**src/rtl/drv_guard_pkg.sv**
```systemverilog
package drv_guard_pkg;

    typedef enum logic [1:0] {
        SC_IDLE,
        SC_TIMING,
        SC_LATCHED
    } sc_state_e;

    typedef enum logic [1:0] {
        UV_OK,
        UV_WAIT,
        UV_FAIL
    } uv_state_e;

    typedef enum logic {
        TH_RUN,
        TH_LOCK
    } th_state_e;

endpackage

```
**src/rtl/drv_tick.sv**
```systemverilog
module drv_tick #(
    parameter int DIV = 250000
) (
    input  logic clk,
    input  logic rst_n,
    output logic tick_o
);
    generate
        if (DIV <= 1) begin : g_pass
            assign tick_o = 1'b1;
        end else begin : g_div
            localparam int CW = $clog2(DIV);
            logic [CW-1:0] cnt_q;

            always_ff @(posedge clk or negedge rst_n) begin
                if (!rst_n)
                    cnt_q <= '0;
                else if (cnt_q == CW'(DIV - 1))
                    cnt_q <= '0;
                else
                    cnt_q <= cnt_q + 1'b1;
            end

            assign tick_o = (cnt_q == CW'(DIV - 1));
        end
    endgenerate
endmodule

```
**src/rtl/drv_sc_chan.sv**
```systemverilog
module drv_sc_chan
    import drv_guard_pkg::*;
#(
    parameter int SHORT_T = 2,
    parameter int LONG_T  = 12
) (
    input  logic clk,
    input  logic rst_n,
    input  logic tick_i,
    input  logic oc_i,
    input  logic tp_i,
    input  logic long_i,
    input  logic clr_i,
    output logic latched_o
);
    localparam int MAXT = (LONG_T > SHORT_T) ? LONG_T : SHORT_T;
    localparam int CW   = $clog2(MAXT + 1);

    sc_state_e     st_q;
    logic [CW-1:0] cnt_q;
    logic [CW-1:0] limit;

    assign limit = long_i ? CW'(LONG_T) : CW'(SHORT_T);

    always_ff @(posedge clk or negedge rst_n) begin
        if (!rst_n) begin
            st_q  <= SC_IDLE;
            cnt_q <= '0;
        end else begin
            unique case (st_q)
                SC_IDLE: begin
                    cnt_q <= '0;
                    if (oc_i)
                        st_q <= tp_i ? SC_LATCHED : SC_TIMING;
                end
                SC_TIMING: begin
                    if (!oc_i) begin
                        st_q  <= SC_IDLE;
                        cnt_q <= '0;
                    end else if (tp_i) begin
                        st_q <= SC_LATCHED;
                    end else if (tick_i) begin
                        if (cnt_q + 1'b1 >= limit)
                            st_q <= SC_LATCHED;
                        else
                            cnt_q <= cnt_q + 1'b1;
                    end
                end
                SC_LATCHED: begin
                    cnt_q <= '0;
                    if (clr_i)
                        st_q <= SC_IDLE;
                end
                default: st_q <= SC_IDLE;
            endcase
        end
    end

    always_comb begin
        latched_o = (st_q == SC_LATCHED);
    end
endmodule

```
**src/rtl/drv_uv_mon.sv**
```systemverilog
module drv_uv_mon
    import drv_guard_pkg::*;
#(
    parameter int UV_T = 4
) (
    input  logic clk,
    input  logic rst_n,
    input  logic tick_i,
    input  logic uv_i,
    input  logic clr_i,
    output logic off_o,
    output logic pf_o
);
    localparam int CW = $clog2(UV_T + 1);

    uv_state_e     st_q;
    logic [CW-1:0] cnt_q;
    logic          pf_q;
    logic          expire;

    assign expire = (st_q == UV_WAIT) && uv_i && tick_i && (cnt_q + 1'b1 >= CW'(UV_T));

    always_ff @(posedge clk or negedge rst_n) begin
        if (!rst_n) begin
            st_q  <= UV_OK;
            cnt_q <= '0;
        end else begin
            unique case (st_q)
                UV_OK: begin
                    cnt_q <= '0;
                    if (uv_i)
                        st_q <= UV_WAIT;
                end
                UV_WAIT: begin
                    if (!uv_i)
                        st_q <= UV_OK;
                    else if (expire)
                        st_q <= UV_FAIL;
                    else if (tick_i)
                        cnt_q <= cnt_q + 1'b1;
                end
                UV_FAIL: begin
                    cnt_q <= '0;
                    if (!uv_i)
                        st_q <= UV_OK;
                end
                default: st_q <= UV_OK;
            endcase
        end
    end

    always_ff @(posedge clk or negedge rst_n) begin
        if (!rst_n)
            pf_q <= 1'b0;
        else if (expire)
            pf_q <= 1'b1;
        else if (clr_i)
            pf_q <= 1'b0;
    end

    always_comb begin
        off_o = (st_q == UV_FAIL);
        pf_o  = pf_q;
    end
endmodule

```
**src/rtl/drv_guard.sv**
```systemverilog
module drv_guard
    import drv_guard_pkg::*;
#(
    parameter int NCH            = 12,
    parameter int TICK_DIV       = 250000,
    parameter int SC_SHORT_TICKS = 2,
    parameter int SC_LONG_TICKS  = 12,
    parameter int UV_TICKS       = 4
) (
    input  logic             clk,
    input  logic             rst_n,
    input  logic [NCH-1:0]   ch_on_i,
    input  logic             sw_run_i,
    input  logic             olden_n_i,
    input  logic             dly_long_i,
    input  logic             flt_clr_i,
    input  logic             inh_pin_i,
    input  logic             uv_i,
    input  logic             tp_i,
    input  logic             tsd_i,
    input  logic [NCH-1:0]   oc_i,
    input  logic [NCH-1:0]   ol_i,
    output logic [NCH-1:0]   en_o,
    output logic [NCH+3:0]   status_o
);
    localparam int SW = NCH + 4;

    logic           tick;
    logic [NCH-1:0] sc_lat;
    logic           uv_off;
    logic           pf_flag;
    logic           inhibit;
    logic           th_lock;
    th_state_e      th_q;
    logic [NCH-1:0] ch_view;

    drv_tick #(.DIV(TICK_DIV)) u_tick (
        .clk    (clk),
        .rst_n  (rst_n),
        .tick_o (tick)
    );

    generate
        for (genvar k = 0; k < NCH; k++) begin : g_ch
            drv_sc_chan #(
                .SHORT_T (SC_SHORT_TICKS),
                .LONG_T  (SC_LONG_TICKS)
            ) u_sc (
                .clk       (clk),
                .rst_n     (rst_n),
                .tick_i    (tick),
                .oc_i      (oc_i[k]),
                .tp_i      (tp_i),
                .long_i    (dly_long_i),
                .clr_i     (flt_clr_i),
                .latched_o (sc_lat[k])
            );
        end
    endgenerate

    drv_uv_mon #(.UV_T(UV_TICKS)) u_uv (
        .clk    (clk),
        .rst_n  (rst_n),
        .tick_i (tick),
        .uv_i   (uv_i),
        .clr_i  (flt_clr_i),
        .off_o  (uv_off),
        .pf_o   (pf_flag)
    );

    always_ff @(posedge clk or negedge rst_n) begin
        if (!rst_n) begin
            th_q <= TH_RUN;
        end else begin
            unique case (th_q)
                TH_RUN:  if (tsd_i) th_q <= TH_LOCK;
                TH_LOCK: if (!tsd_i && flt_clr_i) th_q <= TH_RUN;
                default: th_q <= TH_RUN;
            endcase
        end
    end

    always_comb begin
        th_lock = (th_q == TH_LOCK);
        inhibit = !sw_run_i || !inh_pin_i;
        en_o    = ch_on_i & ~sc_lat & {NCH{!inhibit && !uv_off && !th_lock}};
        for (int k = 0; k < NCH; k++)
            ch_view[k] = (!olden_n_i && !ch_on_i[k]) ? ol_i[k] : en_o[k];
        if (th_lock)
            status_o = {SW{1'b1}};
        else
            status_o = {pf_flag, inhibit, |sc_lat, ch_view, tp_i};
    end
endmodule

```
**config.mk**
```make
export PLATFORM = sky130hd
export DESIGN_NAME = drv_guard
export DESIGN_NICKNAME = d
export VERILOG_FILES = /design/src/rtl/drv_guard_pkg.sv /design/src/rtl/drv_tick.sv /design/src/rtl/drv_sc_chan.sv /design/src/rtl/drv_uv_mon.sv /design/src/rtl/drv_guard.sv
export SDC_FILE = /design/constraint.sdc
export NUM_CORES = 1
export LEC_CHECK = 0
export CAP_MARGIN = 0
export CORE_ASPECT_RATIO = 0.6
export CORE_MARGIN = 1.5
export CORE_UTILIZATION = 50
export CTS_BUF_LIST = sky130_fd_sc_hd__clkbuf_16
export DETAILED_ROUTE_END_ITERATION = 16
export DONT_BUFFER_PORTS = 1
export MAX_ROUTING_LAYER = met4
export PLACE_DENSITY = 0.76
export REMOVE_ABC_BUFFERS = 1
export SLEW_MARGIN = 30
export SYNTH_ARGS = -nofsm -noshare
export SYNTH_HDL_FRONTEND = slang
export SYNTH_SLANG_ARGS = --single-unit
```
**constraint.sdc**
```tcl
create_clock -name clk -period 4.9 [get_ports clk]
set_clock_uncertainty 0.2 [all_clocks]
set_input_delay 1.47 -clock clk [delete_from_list [all_inputs] [get_ports clk]]
set_output_delay 1.47 -clock clk [all_outputs]
set_load 0.02 [all_outputs]
```
==> run_results.csv, run 1 <==
group,metric,value,unit
run_status,status,"completed",
route,drc_errors,0,
clocking,cts_resized,0,
final_layout,antenna_cells,0,
setup_path,critPathLaunchType,"input pin",
pwr,pwr_density_cell,247,nW/um^2
flow_run,maxCapViolCount,0,
clocking,cts_buffers,9,
synthesis,syn_area_per_cell,8.98,sq um
synthesis,ys_ff_latch,97,
place,dp_hpwl,12100,um
setup_path,critPathCaptureType,"primary output",
final_layout,final_util,0.554,
floorplan,num_io_pins,74,
route,dr.pass1.iters,5,
clocking,clkSinkCount,97,
synthesis,yosysUniqueCellTypes,52,
synthesis,ys.flop_type,"dfrtp_1",
synthesis,syn_area,6560,sq um
sta,rsz0062_at_grt,"false",
global_route,grtUsageTotal,0.257,
floorplan,core,12800,sq um
synthesis,syn_inst,731,
floorplan,row_count,32,
setup_path,path_class,"input pin to primary output",
floorplan,start_util,0.512,
clocking,clkLatencyLatePin,350,ps
clocking,postCtsHoldBufs,0,
route,post_drt_wl_per_cell,18.3,um
final_layout,fin_nets,831,
floorplan,die_w,151,um
place,gp_congestion,0.874,
synthesis,yosysWarnings,0,
route,ant_nets,0,
pwr,power.leakage,3.14,nW
route,wl,16600,um
sta,worst_slack,312,ps
global_route,grt_pass1_vias,5527,
sta,fmax,218,MHz
global_route,antenna_found_initial,0,
synthesis,async_flop_share,1.00,
synthesis,synth_edf_count,0,
sta,period_share,0.936,
setup_path,worstPathMaxFanout,12,
setup_path,arrival,2920,ps
global_route,grt_pass1_wl,27400,um
clocking,cts_root_buffer,"clkbuf_16",
route,viasPerCell,6.31,
global_route,overflow,0,
sta,finalSetupViolCount,0,
pwr,peakVddDrop,0.146,mV
setup_path,cp.required,3230,ps
final_layout,fin_area,7090,sq um
route,via_count,5739,
sta,tightest_slew,844,ps
place,io_buffer_count,0,
final_layout,drive_gt1_frac,0.0825,
route,drt_iter0_drc,518,
clocking,post-cts-setup-buffers,0,
clocking,clk_pin_slew,60,ps
place,dpl_worst_slack,306,ps
place,place_area,6790,sq um
clocking,htree_num_levels,3,
sta,timing.final.crit_period,4590,ps
worst_hold_path,hp-class,"register to register",
synthesis,yosysSeqAreaShare,0.370,
pwr,total_power,1.75,mW
floorplan,die_area,13800,sq um
sta,report.final.slew_viol_count,0,
final_layout,syn2layout_area_growth,8.10,%
sta,relSlewSlack,0.436,
floorplan,die_h,91.7,um
sta,hold_viol_final,0,
clocking,tritoncts,"built",
global_route,grt_max_degree,98,
sta,finalSetupTns,0,ps
clocking,cts_buffer_depth,2,
==> placed cells by master (no fill, tap or decap), types with 18 or more instances in the layout <==
| cell type | synthesis | layout |
|---|---|---|
| nor2_1 | 60 | 60 |
| xor2_1 | 18 | 18 |
| nand2_1 | 66 | 66 |
| dfrtp_1 | 97 | 97 |
| xnor2_1 | 21 | 21 |
| ha_1 | 50 | 50 |
| o21ai_0 | 24 | 24 |
| inv_1 | 36 | 37 |
| a31oi_1 | 24 | 24 |
| nand3_1 | 89 | 89 |
==> path summary, 6_finish.rpt <==
| path | from | endpoint | slack, ps | cells after the start |
|---|---|---|---|---|
| setup / recovery | inh_pin_i | status_o[12] | 310 | 4 |
| hold / removal | u_tick.g_div.cnt_q[0] | u_tick.g_div.cnt_q[0] | 290 | 1 |
| setup reg to reg | u_tick.g_div.cnt_q[8] | g_ch[10].u_sc.cnt_q[1] | 1540 | 5 |
| hold reg to reg | u_tick.g_div.cnt_q[0] | u_tick.g_div.cnt_q[0] | 290 | 1 |
| max in group asynchronous | rst_n | g_ch[0].u_sc.cnt_q[3] | 3660 | 0 |
| min in group asynchronous | rst_n | g_ch[2].u_sc.cnt_q[2] | 610 | 0 |
==> flip-flops by register name, indices dropped and copies added (netlist names) <==
register / cells
g_ch.u_sc.cnt_q: 48
g_ch.u_sc.st_q: 24
u_tick.g_div.cnt_q: 18
u_uv.cnt_q: 3
u_uv.st_q: 2
th_lock: 1
u_uv.pf_o: 1
==> layer usage <==
| layer | share of wire | wire, um | track usage |
|---|---|---|---|
| met4 | 0.025 | 408 | 0.0890 |
| met1 | 0.44 | 7300 | 0.340 |
| met3 | 0.084 | 1390 | 0.0642 |
| met5 | 0 | 0 | - |
| met2 | 0.45 | 7540 | 0.384 |
==> critical path: stages <==
cell      delay, ps
nand3b_1        200
nor2_1          680
and3_1          280
a211o_1         280
==> synth_stat cells, drive strengths merged (9+ instances only) <==
master  instances  area (sq um)
nand2b         16           100
nor2           60           225
or2             9          56.3
xor2           18           158
clkbuf         18          67.6
inv            36           135
ha             50           626
a211o          12           105
or3b           13           114
o21ai          30           150
dfrtp          97          2430
nand3          89           445
a31oi          24           150
nand3b         15           113
and3           16           100
nand4          15          93.8
nand2          66           248
nor3           12          75.1
xnor2          21           184
==> stage by stage <==
| step | instances | hold WS, ps |
|---|---|---|
| CTS | 909 | 294 |
| floorplan | 709 | 251 |
| finish | 909 | 288 |
| global placement | 894 | 273 |
| detailed placement | 894 | 286 |
| global route | 909 | 315 |
==> layout make-up <==
class | count | area (sq um)
Clock buffer | 9 | 225
Clock inverter | 6 | 75.1
Fill cell | 1113 | 5720
Inverter | 36 | 135
Multi-Input combinational cell | 576 | 3910
Sequential cell | 97 | 2430
Tap cell | 170 | 213
Timing Repair Buffer | 15 | 113
==> power by group <==
group	internal (mW)	switching [mW]	leakage, nW
Sequential	0.820	0.0438	1.31
Combinational	0.0555	0.0912	1.68
Clock	0.438	0.301	0.149
==> logic make-up after synthesis <==
kind of cell | synth area share
XOR/XNOR | 0.0521
AND/OR/NAND/NOR | 0.305
AO/OA/AOI/OAI | 0.136
buffers and inverters | 0.0349
multiplexers | 0.00763
adder cells (fa/ha/maj) | 0.0953
flip-flops | 0.370
No activity file was read; power rests on OpenSTA's default activity.
==> inputs of run 2 (changes only) <==
==> constraint.sdc (replaced) <==
create_clock -name clk -period 4.9 [get_ports clk]
set_clock_uncertainty 0.2 [all_clocks]
set_input_delay 1.47 -clock clk [delete_from_list [all_inputs] [get_ports clk]]
set_output_delay 1.47 -clock clk [all_outputs]
set_load 0.05 [all_outputs]
==> run_results.csv, run 2 (same netlist as run 1, synthesis figures left out) <==
group,metric,value,unit
flow_run,maxCapViolCount,0,
route,via_count,5831,
setup_path,crit_start,"inh_pin_i",
pwr,total_power,1.69,mW
floorplan,start_util,0.512,
worst_hold_path,hp-class,"register to register",
sta,fin_hold_ws,295,ps
clocking,cts_buffers,9,
pwr,pwr_density_cell,232,nW/um^2
sta,rsz0062_at_grt,"false",
place,dp_hpwl,12500,um
setup_path,cp.required,3230,ps
final_layout,top_register,"g_ch.u_sc.cnt_q",
floorplan,num_io_pins,74,
place,dpl_worst_slack,452,ps
place,io_buffer_count,0,
setup_path,critPathCaptureType,"primary output",
pwr,peakVddDrop,0.202,mV
route,drc_errors,0,
route,post_drt_wl_per_cell,18.2,um
route,viasPerCell,6.33,
sta,timing.final.crit_period,4470,ps
sta,finalSetupTns,0,ps
final_layout,finalNonFillerCells,921,
final_layout,largest_reg_flops,48,
final_layout,layout_commonest_cell,"dfrtp_1",
route,ant_nets,0,
place,place_area,7040,sq um
final_layout,antenna_cells,0,
setup_path,r2r_start,"u_tick.g_div.cnt_q[8]",
clocking,postCtsHoldBufs,0,
global_route,grt_pass1_wl,27500,um
sta,hold_viol_final,0,
sta,fmax,224,MHz
floorplan,die_w,151,um
route,drt_iter0_drc,448,
global_route,grt_max_degree,98,
sta,tightest_slew,885,ps
final_layout,fin_nets,844,
global_route,overflow,0,
final_layout,top_regs,"g_ch.u_sc.cnt_q: 48 flops, g_ch.u_sc.st_q: 24 flops, u_tick.g_div.cnt_q: 18 flops",
floorplan,die_area,13800,sq um
worst_hold_path,holdCritStartpoint,"u_tick.g_div.cnt_q[0]",
final_layout,drive_gt1_frac,0.0972,
floorplan,die_h,91.7,um
clocking,clk_pin_slew,60,ps
place,gp_congestion,0.924,
sta,finalSetupViolCount,0,
sta,worst_slack,433,ps
sta,relSlewSlack,0.408,
global_route,grtUsageTotal,0.258,
setup_path,worstPathMaxFanout,12,
setup_path,critPathLaunchType,"input pin",
global_route,antenna_found_initial,0,
clocking,clkSinkCount,97,
floorplan,row_count,32,
run_status,status,"completed",
final_layout,final_util,0.569,
clocking,cts_resized,0,
final_layout,syn2layout_area_growth,11.0,%
clocking,cts_root_buffer,"clkbuf_16",
clocking,cts_buffer_depth,2,
clocking,post-cts-setup-buffers,0,
sta,period_share,0.912,
global_route,grt_pass1_vias,5555,
setup_path,arrival,2800,ps
setup_path,path_class,"input pin to primary output",
sta,report.final.slew_viol_count,0,
route,dr.pass1.iters,6,
pwr,power.leakage,3.25,nW
floorplan,core,12800,sq um
route,wl,16800,um
final_layout,fin_area,7290,sq um
place,dp_cells,907,
clocking,clkLatencyLatePin,350,ps
clocking,htree_num_levels,3,
clocking,tritoncts,"built",
final_layout,mostFrequentLayoutCells,"97 x dfrtp_1, 89 x nand3_1, 66 x nand2_1, 60 x nor2_1, 50 x ha_1",
-- run 2: cell types whose count changed in the layout (fill, tap and decap cells not counted), sizes merged --
cell	delta
buf	+13
inv	+3
clkinv	-2
bufinv	-2
-- run 2: critical path: stages --
cell and delay [ps]:
nand3b_1 80, nor2_1 610, and3_1 280, a211o_1 190
buf_12 160
-- run 2: report_power, final --
part / switching [mW] / total [mW] / internal [mW]
registers: 0.0438 / 0.864 / 0.820
logic: 0.123 / 0.208 / 0.0842
clock network: 0.291 / 0.622 / 0.331
-- run 2: metal layers --
layer | GRT usage | up-vias | share of wire
met5 | - | - | 0
met4 | 0.0761 | 0 | 0.014
met3 | 0.0522 | 28 | 0.073
met2 | 0.400 | 232 | 0.47
met1 | 0.342 | 2855 | 0.44
li1 | - | 2716 | -
-- run 2: final cells by class --
class	instances	area, sq um
clock buffers	9	225
clock inverters	5	20.0
fillers	1100	5530
inverters	36	135
multi-input cells	576	3910
flip-flops and latches	97	2430
well taps	170	213
repair buffers	28	360
-- run 2: path summary, 6_finish.rpt --
| kind | slack [ps] | cells after the start | to |
|---|---|---|---|
| worst max register to register | 1580 | 5 | g_ch[3].u_sc.cnt_q[3] |
| min in group asynchronous | 620 | 0 | g_ch[2].u_sc.st_q[0] |
| worst min register to register | 300 | 1 | u_tick.g_div.cnt_q[0] |
| worst min-delay path | 300 | 1 | u_tick.g_div.cnt_q[0] |
| worst max-delay path | 430 | 5 | status_o[12] |
| max in group asynchronous | 3730 | 0 | g_ch[0].u_sc.st_q[1] |
